### src/rtl/twmPkg.sv
package twmPkg;
  // status codes seen by software
  localparam logic [7:0] ST_START   = 8'h08;
  localparam logic [7:0] ST_RSTART  = 8'h10;
  localparam logic [7:0] ST_AW_ACK  = 8'h18;
  localparam logic [7:0] ST_AW_NACK = 8'h20;
  localparam logic [7:0] ST_TX_ACK  = 8'h28;
  localparam logic [7:0] ST_TX_NACK = 8'h30;
  localparam logic [7:0] ST_AR_ACK  = 8'h40;
  localparam logic [7:0] ST_AR_NACK = 8'h48;
  localparam logic [7:0] ST_RX_ACK  = 8'h50;
  localparam logic [7:0] ST_RX_NACK = 8'h58;
  localparam logic [7:0] ST_IDLE    = 8'hF8;

  // control bit positions
  localparam int CTL_CE  = 7;
  localparam int CTL_EN  = 6;
  localparam int CTL_STA = 5;
  localparam int CTL_STP = 4;
  localparam int CTL_FLG = 3;
  localparam int CTL_AAK = 2;

  typedef enum logic [2:0] {
    S_IDLE, S_HOLD, S_START, S_STOP, S_BYTE, S_ACK
  } twmState_t;

  // control -> datapath strobes
  typedef struct packed {
    logic loadShift;
    logic sample;
    logic shift;
    logic storeRx;
  } dpStrobe_t;
endpackage

### src/rtl/twmDatapath.sv
module twmDatapath
  import twmPkg::*;
#(
  parameter int BYTE_W = 8
) (
  input  logic              clk,
  input  logic              rstN,
  input  dpStrobe_t         strb,
  input  logic              dataWrOk,
  input  logic [BYTE_W-1:0] dataWrVal,
  input  logic              sdaIn,
  output logic [BYTE_W-1:0] dataReg,
  output logic              txBit,
  output logic              lastBit,
  output logic              sampBit
);
  localparam int CNT_W = $clog2(BYTE_W);
  localparam logic [CNT_W-1:0] LAST_IDX = CNT_W'(BYTE_W - 1);

  logic [BYTE_W-1:0] shiftQ, dataQ;
  logic [CNT_W-1:0]  cntQ;
  logic              sampQ;

  always_ff @(posedge clk or negedge rstN) begin
    if (!rstN) begin
      shiftQ <= '0;
      dataQ  <= '0;
      cntQ   <= '0;
      sampQ  <= 1'b1;
    end else begin
      if (strb.loadShift) begin
        shiftQ <= dataQ;
        cntQ   <= '0;
      end else if (strb.shift) begin
        shiftQ <= {shiftQ[BYTE_W-2:0], sampQ};
        cntQ   <= cntQ + 1'b1;
      end
      if (strb.sample) sampQ <= sdaIn;
      // capture of a received byte wins over a software write
      if (strb.storeRx)  dataQ <= shiftQ;
      else if (dataWrOk) dataQ <= dataWrVal;
    end
  end

  assign dataReg = dataQ;
  assign txBit   = shiftQ[BYTE_W-1];
  assign lastBit = (cntQ == LAST_IDX);
  assign sampBit = sampQ;
endmodule

### src/rtl/twmCtrl.sv
module twmCtrl
  import twmPkg::*;
(
  input  logic       clk,
  input  logic       rstN,
  input  logic       sclTick,
  input  logic       ctlWr,
  input  logic [7:2] ctlWrVal,
  input  logic       addrRead,
  input  logic       txBit,
  input  logic       lastBit,
  input  logic       sampBit,
  output dpStrobe_t  strb,
  output logic [7:0] statOut,
  output logic [7:0] ctlOut,
  output logic       busy,
  output logic       sclLow,
  output logic       sdaLow
);
  twmState_t  stateQ;
  logic [1:0] qQ;
  logic [7:0] statQ;
  logic       ceQ, enQ, aakQ, flgQ, rdQ, addrQ;

  logic accept, go, held, stepOk, doStart, doStop, doByte, qEnd;
  logic txPhase, rxPhase, ackOk, fromStart;

  assign busy      = (stateQ == S_START) || (stateQ == S_STOP) ||
                     (stateQ == S_BYTE)  || (stateQ == S_ACK);
  assign held      = (stateQ == S_HOLD);
  assign accept    = ctlWr && !busy;
  assign go        = accept && ctlWrVal[CTL_EN] && !ctlWrVal[CTL_FLG];
  assign fromStart = (statQ == ST_START) || (statQ == ST_RSTART);
  assign stepOk    = fromStart || (statQ == ST_AW_ACK) || (statQ == ST_TX_ACK) ||
                     (statQ == ST_AR_ACK) || (statQ == ST_RX_ACK);
  assign doStart   = go && ctlWrVal[CTL_STA] && (stateQ == S_IDLE || held);
  assign doStop    = go && !ctlWrVal[CTL_STA] && ctlWrVal[CTL_STP] && held;
  assign doByte    = go && !ctlWrVal[CTL_STA] && !ctlWrVal[CTL_STP] && held && stepOk;
  assign qEnd      = sclTick && (qQ == 2'd3);
  assign txPhase   = addrQ || !rdQ;
  assign rxPhase   = !addrQ && rdQ;
  assign ackOk     = !sampBit;

  always_ff @(posedge clk or negedge rstN) begin
    if (!rstN) begin
      stateQ <= S_IDLE;
      qQ     <= '0;
      statQ  <= ST_IDLE;
      ceQ    <= 1'b0;
      enQ    <= 1'b0;
      aakQ   <= 1'b0;
      flgQ   <= 1'b0;
      rdQ    <= 1'b0;
      addrQ  <= 1'b0;
    end else if (busy) begin
      if (sclTick) qQ <= qQ + 1'b1;
      if (qEnd) begin
        unique case (stateQ)
          S_START: begin
            stateQ <= S_HOLD;
            flgQ   <= 1'b1;
            statQ  <= (statQ == ST_IDLE) ? ST_START : ST_RSTART;
          end
          S_STOP: begin
            stateQ <= S_IDLE;
            statQ  <= ST_IDLE;
          end
          S_BYTE: if (lastBit) stateQ <= S_ACK;
          default: begin
            stateQ <= S_HOLD;
            flgQ   <= 1'b1;
            if (addrQ)
              statQ <= rdQ ? (ackOk ? ST_AR_ACK : ST_AR_NACK)
                           : (ackOk ? ST_AW_ACK : ST_AW_NACK);
            else if (rdQ)
              statQ <= aakQ ? ST_RX_ACK : ST_RX_NACK;
            else
              statQ <= ackOk ? ST_TX_ACK : ST_TX_NACK;
          end
        endcase
      end
    end else begin
      if (accept) begin
        ceQ  <= ctlWrVal[CTL_CE];
        enQ  <= ctlWrVal[CTL_EN];
        aakQ <= ctlWrVal[CTL_AAK];
        flgQ <= flgQ & ctlWrVal[CTL_FLG];
      end
      if (doStart || doStop || doByte) qQ <= '0;
      if (doStart)     stateQ <= S_START;
      else if (doStop) stateQ <= S_STOP;
      else if (doByte) begin
        stateQ <= S_BYTE;
        addrQ  <= fromStart;
        rdQ    <= fromStart ? addrRead : ((statQ == ST_AR_ACK) || (statQ == ST_RX_ACK));
      end
    end
  end

  always_comb begin
    strb.loadShift = doByte;
    strb.sample    = sclTick && (qQ == 2'd2) && ((stateQ == S_BYTE) || (stateQ == S_ACK));
    strb.shift     = qEnd && (stateQ == S_BYTE);
    strb.storeRx   = qEnd && (stateQ == S_ACK) && rxPhase;
  end

  always_comb begin
    sclLow = 1'b0;
    sdaLow = 1'b0;
    unique case (stateQ)
      S_HOLD:  sclLow = 1'b1;
      S_START: begin sclLow = (qQ == 2'd3); sdaLow = (qQ != 2'd0); end
      S_STOP:  begin sclLow = (qQ == 2'd0); sdaLow = (qQ < 2'd2);  end
      S_BYTE:  begin sclLow = (qQ == 2'd0) || (qQ == 2'd3); sdaLow = txPhase && !txBit; end
      S_ACK:   begin sclLow = (qQ == 2'd0) || (qQ == 2'd3); sdaLow = rxPhase && aakQ; end
      default: ;
    endcase
  end

  assign statOut = statQ;
  assign ctlOut  = {ceQ, enQ, 2'b00, flgQ, aakQ, 2'b00};
endmodule

### src/rtl/twoWireMaster.sv
module twoWireMaster
  import twmPkg::*;
#(
  parameter int BYTE_W = 8
) (
  input  logic              clk,
  input  logic              rstN,
  input  logic              sclTick,
  input  logic              ctlWr,
  input  logic [7:2]        ctlWrData,
  input  logic              dataWr,
  input  logic [BYTE_W-1:0] dataWrData,
  input  logic              intEn,
  input  logic              sclForce,
  input  logic              sdaForce,
  input  logic              sdaIn,
  output logic [7:0]        ctlRdData,
  output logic [BYTE_W-1:0] dataRdData,
  output logic [7:0]        statRdData,
  output logic              irq,
  output logic              sclOe,
  output logic              sdaOe
);
  dpStrobe_t strb;
  logic busy, sclLow, sdaLow, txBit, lastBit, sampBit;

  twmCtrl u_ctrl (
    .clk      (clk),
    .rstN     (rstN),
    .sclTick  (sclTick),
    .ctlWr    (ctlWr),
    .ctlWrVal (ctlWrData),
    .addrRead (dataRdData[0]),
    .txBit    (txBit),
    .lastBit  (lastBit),
    .sampBit  (sampBit),
    .strb     (strb),
    .statOut  (statRdData),
    .ctlOut   (ctlRdData),
    .busy     (busy),
    .sclLow   (sclLow),
    .sdaLow   (sdaLow)
  );

  twmDatapath #(.BYTE_W(BYTE_W)) u_dp (
    .clk       (clk),
    .rstN      (rstN),
    .strb      (strb),
    .dataWrOk  (dataWr && !busy),
    .dataWrVal (dataWrData),
    .sdaIn     (sdaIn),
    .dataReg   (dataRdData),
    .txBit     (txBit),
    .lastBit   (lastBit),
    .sampBit   (sampBit)
  );

  assign irq   = intEn && (statRdData != ST_IDLE);
  assign sclOe = sclLow || sclForce;
  assign sdaOe = sdaLow || sdaForce;
endmodule

### config.mk
export PLATFORM = sky130hd
export DESIGN_NAME = twoWireMaster
export DESIGN_NICKNAME = d
export VERILOG_FILES = /design/src/rtl/twmPkg.sv /design/src/rtl/twmDatapath.sv /design/src/rtl/twmCtrl.sv /design/src/rtl/twoWireMaster.sv
export SDC_FILE = /design/constraint.sdc
export NUM_CORES = 1
export LEC_CHECK = 0
export BUFFER_PORTS_ARGS = -buffer_cell sky130_fd_sc_hd__buf_2
export CORE_ASPECT_RATIO = 0.5
export CORE_MARGIN = 1
export CORE_UTILIZATION = 50
export DETAILED_ROUTE_END_ITERATION = 16
export MAX_ROUTING_LAYER = met4
export PLACE_DENSITY_LB_ADDON = 0.05
export RECOVER_POWER = 50
export REMOVE_ABC_BUFFERS = 1
export SYNTH_ARGS = -nofsm -noshare
export SYNTH_HDL_FRONTEND = slang
export SYNTH_SLANG_ARGS = --single-unit
### constraint.sdc
create_clock -name clk -period 2.11 [get_ports clk]
set_input_delay 0.1055 -clock clk [delete_from_list [all_inputs] [get_ports clk]]
set_output_delay 0.1055 -clock clk [all_outputs]
set_load 0.01 [all_outputs]
Yosys cells after proc, flatten, opt, wreduce, memory -nomap -nowiden
Cells that the tools add are included.
Word-level totals
  register bits: 39
  input port bits: 23
  word-level logic and storage cells: 135
  output and inout bits: 27
Cells by class
  equality and inequality tests: 20
  mux-type cells: 32
  add/subtract/negate cells: 2
  bitwise gates (word level): 5
  order comparisons: 1
  reduce and logical (&&, ||, !) cells: 62
Operators by type and width (number)
  $mux W8: 7
  $mux W3: 8
  $pmux W8 S3: 1
  $logic_and A1 B1 Y1: 22
  $logic_or A1 B1 Y1: 17
  $eq A8 B5 Y1 const B: 2
  $eq A8 B7 Y1 const B: 2
  $mux W5: 2
  $reduce_bool A2 Y1: 5
  $eq A3 B3 Y1 const B: 3
  $reduce_and A3 Y1: 3
  $eq A8 B4 Y1 const B: 1
  $eq A8 B6 Y1 const B: 1
  $eq A8 B8 Y1 const B: 1
  $mux W4: 2
  $ne A8 B8 Y1 const B: 1
  $pmux W1 S4: 2
  $logic_not A1 Y1: 7
  $eq A3 B2 Y1 const B: 2
  $mux W2: 3
  $mux W6: 1
  $ne A2 B2 Y1 const B: 3
  $pmux W3 S2: 1
  $mux W1: 5
  14 further kinds: 20

Logic depth before layout (Yosys ltp)
Gate-level depths: netlist of the first run.
  depth in word-level cells: 16
  mapped depth: 7
  gate-level depth less buffers: 7

Hierarchy
From an unflattened synthesis of the first run, not the netlist that was laid out.
Second synthesis, totals
  cells, all modules: 234
  area total of the unflattened synthesis: 2235.9 sq um
By module, submodules not included
  twmCtrl: sequential area each 406.6 sq um, cells each 146, area an instance 1275.0 sq um, times used 1
  twmDatapath: sequential area each 501.7 sq um, cells each 82, area an instance 918.4 sq um, times used 1
  twoWireMaster: sequential area each 0.0 sq um, cells each 6, area an instance 42.5 sq um, times used 1

Worst setup path after synthesis of the first run
Ideal clock, no wire load.
  path kind: register -> register
  from: register u_ctrl.statQ[3], in the netlist u_ctrl.statOut[3]
  to: register u_ctrl.addrQ
  stages on the path, launching flop included: 5
  required time: 1983 ps
  arrival time: 1765 ps
  clock period less this slack: 1892 ps
  path buffers: 1
  library setup time: 127 ps
  setup slack: 218 ps
  cell sequence: dfstp_2 > or3b_4 > a211oi_4 > buf_6 > mux2_1
On the way
  longest elaborated chain between the ends: 8
  elaborated cells on any way between the ends: 13
  those cells by class: eq/ne (6); reduce/logical (7)
RTL lines
  from (decl): RTL line twmCtrl.sv:22  | logic [7:0] statQ;
  from (signal assigned): RTL line twmCtrl.sv:62  | statQ <= (statQ == ST_IDLE) ? ST_START : ST_RSTART;
  from (signal assigned): RTL line twmCtrl.sv:73  | statQ <= rdQ ? (ackOk ? ST_AR_ACK : ST_AR_NACK)
  from (signal assigned): RTL line twmCtrl.sv:76  | statQ <= aakQ ? ST_RX_ACK : ST_RX_NACK;
  $eq A8 B4 Y1 or $eq A8 B5 Y1 (tied branches): RTL line twmCtrl.sv:33  | assign fromStart = (statQ == ST_START) || (statQ == ST_RSTART);
  $logic_or A1 B1 Y1: RTL line twmCtrl.sv:33
  $logic_or A1 B1 Y1 (3 in a row): RTL line twmCtrl.sv:34  | assign stepOk = fromStart || (statQ == ST_AW_ACK) || (statQ == ST_TX_ACK) ||
  $logic_or A1 B1 Y1: RTL line twmCtrl.sv:35  | (statQ == ST_AR_ACK) || (statQ == ST_RX_ACK);
  $logic_and A1 B1 Y1: RTL line twmCtrl.sv:38  | assign doByte = go && !ctlWrVal[CTL_STA] && !ctlWrVal[CTL_STP] && held && stepOk;
  $reduce_and A4 Y1 (no line)
  to (signal assigned): RTL line twmCtrl.sv:94  | addrQ <= fromStart;
  to (decl): RTL line twmCtrl.sv:23  | logic ceQ, enQ, aakQ, flgQ, rdQ, addrQ;
Parallel ways exist; a longest one is shown, timed or not.
A chain may end at the register's enable or synchronous reset.

Final worst setup path of the first run
  from: register u_ctrl.statQ[3], in the netlist u_ctrl.statOut[3]
  to: register u_dp.shiftQ[3]
On the way
  longest elaborated chain between the ends: 8
  elaborated cells on any way between the ends: 14
  those cells by class: eq/ne (6); mux (1); reduce/logical (7)
RTL lines
  $eq A8 B4 Y1 or $eq A8 B5 Y1 (tied branches): RTL line twmCtrl.sv:33
  $logic_or A1 B1 Y1: RTL line twmCtrl.sv:33
  $logic_or A1 B1 Y1 (3 in a row): RTL line twmCtrl.sv:34
  $logic_or A1 B1 Y1 (*): RTL line twmCtrl.sv:35
  $logic_and A1 B1 Y1 (*): RTL line twmCtrl.sv:38
  $mux W8 or $reduce_bool A2 Y1 (tied branches)
  to (signal assigned): RTL line twmDatapath.sv:32  | shiftQ <= dataQ;
  to (signal assigned): RTL line twmDatapath.sv:35  | shiftQ <= {shiftQ[BYTE_W-2:0], sampQ};
  to (decl): RTL line twmDatapath.sv:20  | logic [BYTE_W-1:0] shiftQ, dataQ;
Mark *: on every way between the ends. The rest lies on a longest branch, timed or not.

==> out/qor.yml, run 1 <==
yosys:
  synth_most_common_cell: "dfrtp_1"
  synth_cell_types: 41
  yosysTopAreaCellShare_pct: 34.2
  synthArstFlopShare_pct: 100
  seq_area_frac_synth_pct: 41.4
  ys_ff_latch: 36
  synthFlopType: "dfrtp_1"
  synth_top_area_cell: "dfrtp_1"
  synth_area_um2: 2200
  synth-edff-count: 0
  netlist_top_cells_count: "dfrtp_1, a21oi_1, nor2_1, buf_4, mux2i_1"
  synthCells: 234
  ys.warnings.count: 0
  avgSynthCellArea_um2: 9.38
  synthTopCellsByArea: "dfrtp_1, dfstp_2, a21oi_1"
floorplanning:
  die_height_um: 48.9
  coreArea_um2: 4040
  die-area_um2: 4680
  io_pins: 50
  rows: 16
  initial_core_util_pct: 54.3
  fp.dieW_um: 95.7
timing:
  rsz0062_at_grt: "false"
  hold_viol: 0
  hold_ws_ns: 0.0422
  clock_skew_ns: 0.00592
  max_slew_margin_pct: 39.4
  fin_crit_sh_pct: 89.8
  setup_viol: 0
  max_freq_mhz: 528
  setup_slack_ns: 0.216
  min_period_ns: 1.89
  maxSlewViolCount: 0
  worst_pin_slew_ns: 0.909
placement:
  place_ws_ns: 0.290
  placed_area_um2: 2400
  dp.final_hpwl_um: 3510
  place_congestion: 0.836
  io_buffers: 42
clocking:
  numCtsBuffers: 5
  cts_buffer_depth: 2
  clk_pin_slew_worst_paths_ns: 0.08
  clkSinkCount: 36
  post_cts_resized: 0
  postCtsSetupBuffers: 0
  cts-hold-fix-buffers: 1
  cts_tree: "built"
  cts-root-buf: "clkbuf_8"
  htreeDepth: 2
  insertion_delay_ns: 0.29
pwr:
  power_frac_comb_pct: 42.9
  power_leakage_nw: 1.24
  seq_power_share_pct: 40.9
  switching_share_pct: 41.3
  net-switching-power_mw: 1.35
  internal-power_mw: 1.93
  irDropWorstVdd_v: 0.000681
  p_total_mw: 3.28
  clockPowerShare_pct: 16.2
  power_density_nw_per_um2: 1320
setup_path:
  start_kind: "register"
  arrival_ns: 2.13
  path_max_fanout: 12
  cp-end-kind: "register"
  required_ns: 2.34
  critPathKind: "register to register"
run_status:
  outcome: "finished clean"
worst_hold_path:
  hp-class: "primary input to register"
routing:
  dr.pass1.iters: 6
  drt-total-wl_um: 4930
  route.detailed.vias_per_inst: 5.56
  num_vias: 1829
  final_antenna_net_count: 0
  drcViolationCount: 0
  wire_per_inst_um: 15.0
  drt-initial-drc-count: 87
final_layout:
  antenna_cells: 0
  final_area_um2: 2490
  drive_above_1_share_pct: 20.4
  nets: 305
  area_growth_pct: 13.4
global_routing:
  grt_pass1_wl_um: 8120
  gr-usage-met2_pct: 34.6
  use_met1_pct: 33.5
  first_global_vias: 1692
  grt_util_met3_pct: 5.14
  antenna_found_initial: 0
  grt_usage_pct: 23.8
  grt_max_degree: 37
  grt_most_used_layer: "met2"
  grt_remaining_overflow: 0
job:
  maxCapViolCount: 0
-- per-stage QoR --
step	util (%)	cells	setup TNS, ns
after CTS	62.0	329	0
after detailed placement	59.4	320	0
after global routing	61.6	329	0
after global placement	59.4	320	0
final	61.6	329	0
after floorplan	-	217	-1.61
-- worst paths after layout --
kind	cells past startpoint	to	slack, ns	from
setup / recovery	5	u_dp.shiftQ[3]	0.22	u_ctrl.statOut[3]
hold / removal	2	u_ctrl.aakQ	0.04	ctlWrData[2]
setup reg to reg	5	u_dp.shiftQ[3]	0.22	u_ctrl.statOut[3]
hold reg to reg	1	u_ctrl.ceQ	0.51	u_ctrl.ceQ
max in group asynchronous	2	u_dp.dataReg[2]	1.07	rstN
min in group asynchronous	2	u_ctrl.stateQ[0]	0.47	rstN
-- registers in the layout, indices dropped and copies added (netlist names) --
register	count
u_dp.shiftQ	8
u_ctrl.rdQ	1
u_ctrl.statOut	5
u_dp.sampBit	1
u_ctrl.qQ	2
u_ctrl.stateQ	3
u_dp.cntQ	3
u_ctrl.addrQ	1
u_ctrl.flgQ	1
u_ctrl.ceQ	1
u_dp.dataReg	8
u_ctrl.aakQ	1
u_ctrl.enQ	1
-- layout make-up --
class / count / area (um2)
multi-input cells: 173 / 1130
repair buffers: 50 / 258
inverters: 8 / 30.0
fillers: 366 / 1550
flip-flops and latches: 36 / 908
well taps: 54 / 67.6
clock buffers: 7 / 86.3
clock inverters: 1 / 7.51
-- worst max-delay path, cell delays in order, from the launching register on --
cell	delay, ns
dfstp_1	0.62
or3b_4	0.43
a211oi_4	0.30
buf_4	0.24
a22o_1	0.15
a21o_1	0.09
-- power groups by stage --
stage                     registers [mW]  clock network (mW)  logic [mW]
final                               1.34               0.532        1.41
after global routing                1.39               0.568        1.57
after floorplan                     1.39                   0       0.865
after global placement              1.34                   0        1.40
after CTS                           1.34               0.542        1.44
after detailed placement            1.35                   0        1.43
-- kinds of logic (layout without fill, tap and decap cells) --
| family | Yosys count | after routing | share of synthesized area [%] |
|---|---|---|---|
| multiplexers | 18 | 18 | 8.55 |
| XOR/XNOR | 2 | 2 | 0.798 |
| buffers and inverters | 31 | 66 | 8.03 |
| AND/OR/NAND/NOR | 67 | 67 | 15.6 |
| other | 1 | 7 | 0.171 |
| AO/OA/AOI/OAI | 71 | 71 | 21.0 |
| flip-flops | 36 | 36 | 41.4 |
| adder cells (fa/ha/maj) | 8 | 8 | 4.56 |
-- placed cells by master, fill, tap and decap left out, drive strengths merged, types with 4 or more instances in the layout --
cell type and n:
mux2i 12, a21oi 27, nand2 9, a21o 10, nand2b 6, nand3 5
nor3 5, dfstp 6, conb 7, inv 8, dfrtp 30, nor2b 5
clkbuf 20, a22o 7, buf 36, nor2 24, nand4b 4, o22ai 4
mux2 6, o21ai 11, ha 8
-- per-layer routing --
metal  share of wire (%)  wire length (um)
met1                  51              2500
met4                0.39                19
met2                  44              2160
met3                 5.1               253
met5                   0                 0
No activity file was read; power rests on OpenSTA's default activity.
==> run 2, diff against run 1 <==
CORE_UTILIZATION = 30   (was 50)
==> run 2 against run 1 <==
Compared with the run above:
- clock skew about the same
- utilization decreased by 23 points
- global-route usage decreased by 7.9 points
- die area increased by 64%
- critical endpoint is now u_dp.shiftQ[0]
- largest cell class unchanged
==> out/qor.yml, run 2 (synthesis gave the netlist of run 1 again) <==
clocking:
  cts-hold-fix-buffers: 1
  postCtsSetupBuffers: 0
  htreeDepth: 2
  numCtsBuffers: 5
  post_cts_resized: 0
  cts_tree: "built"
  cts-root-buf: "clkbuf_16"
  clkSinkCount: 36
  cts_buffer_depth: 2
  clk_pin_slew_worst_paths_ns: 0.05
  insertion_delay_ns: 0.29
routing:
  dr.pass1.iters: 4
  drcViolationCount: 0
  route.detailed.vias_per_inst: 4.93
  drt-total-wl_um: 5400
  num_vias: 1818
  wire_per_inst_um: 14.6
  final_antenna_net_count: 0
  drt-initial-drc-count: 138
final_layout:
  stdcell_count: 369
  nets: 307
  final_area_um2: 2630
  area_growth_pct: 19.7
  drive_above_1_share_pct: 20.6
  final_util_pct: 38.2
  final_cell_mix: "dfrtp_1, buf_2, a21oi_1"
  fillers: 726
  layout_commonest_cell: "dfrtp_1"
  antenna_cells: 0
pwr:
  seq_power_share_pct: 36.5
  irDropWorstVdd_v: 0.000385
  power_frac_comb_pct: 39.8
  internal-power_mw: 2.22
  net-switching-power_mw: 1.41
  power_leakage_nw: 1.29
  switching_share_pct: 38.8
  clockPowerShare_pct: 23.6
  power_density_nw_per_um2: 1380
timing:
  max_slew_margin_pct: 37.2
  min_period_ns: 1.89
  hold_ws_ns: 0.0560
  fin_crit_sh_pct: 89.6
  worst_pin_slew_ns: 0.943
  rsz0062_at_grt: "false"
  max_freq_mhz: 529
  setup_tns_ns: 0
  setup_viol: 0
  maxSlewViolCount: 0
  hold_viol: 0
  clock_skew_ns: 0.00621
floorplanning:
  fp.dieW_um: 123
  die-area_um2: 7690
  initial_core_util_pct: 31.9
  coreArea_um2: 6880
  rows: 21
  io_pins: 50
  die_height_um: 62.5
job:
  maxCapViolCount: 0
global_routing:
  grt_pass1_wl_um: 8930
  grt_remaining_overflow: 0
  grt_max_degree: 37
  first_global_vias: 1705
  antenna_found_initial: 0
  grt_usage_pct: 15.8
setup_path:
  cp-end-kind: "register"
  required_ns: 2.33
  max_stage_delay_ns: 0.61
  path_max_fanout: 12
  slowest_stage: "dfstp_1"
  start_kind: "register"
  path_cells: "or3b_4, a211oi_4, buf_4, a22o_1, a21o_1"
  arrival_ns: 2.11
  critPathKind: "register to register"
run_status:
  outcome: "finished clean"
placement:
  io_buffers: 42
  placed_area_um2: 2460
  place_congestion: 0.783
  dpl.cell_count: 360
  dp.final_hpwl_um: 3820
worst_hold_path:
  hp-class: "primary input to register"
run 2: layout make-up:
class	count	area, um2	share of cell area [%]
Clock inverter	3	42.5	1.62
Tap cell	92	115	4.38
Clock buffer	5	125	4.76
Multi-Input combinational cell	173	1130	43.1
Inverter	8	30.0	1.14
Sequential cell	36	908	34.6
Timing Repair Buffer	52	273	10.4
run 2: power by group through the flow:
stage                     clock network (mW)  registers, mW  logic, mW
after global routing                   0.918           1.38       1.63
after CTS                              0.885           1.33       1.49
after detailed placement                   0           1.34       1.48
final                                  0.858           1.33       1.45
after floorplan                            0           1.39      0.865
after global placement                     0           1.34       1.49
run 2: worst paths after layout:
path,cells after the start,to,slack (ns),start
max in group asynchronous,2,u_ctrl.rdQ,1.03,rstN
setup reg to reg,5,u_dp.shiftQ[0],0.22,u_ctrl.statOut[3]
hold reg to reg,1,u_ctrl.ceQ,0.51,u_ctrl.ceQ
hold / removal,2,u_dp.sampBit,0.06,sdaIn
min in group asynchronous,2,u_dp.dataReg[6],0.50,rstN
setup / recovery,5,u_dp.shiftQ[0],0.22,u_ctrl.statOut[3]
run 2: worst max-delay path: cells and delay by family, from the launching register on:
kind | cells | cell delay [ns]
flops | 1 | 0.61
compound gates | 3 | 0.54
simple gates | 1 | 0.43
buf+inv | 1 | 0.25
run 2: per-stage QoR:
| stage | power (mW) | worst slack (ns) |
|---|---|---|
| floorplan | 2.25 | -0.208 |
| global placement | 2.83 | 0.286 |
| detailed placement | 2.82 | 0.270 |
| finish | 3.63 | 0.220 |
| CTS | 3.71 | 0.207 |
| global route | 3.93 | 0.0410 |
run 2: layer usage:
layer	GRT usage [%]	part of all wire, %	vias up
li1	-	-	897
met1	23.2	54	866
met2	20.7	40	48
met3	4.38	5.1	7
met4	4.97	1.3	0
met5	-	0	-
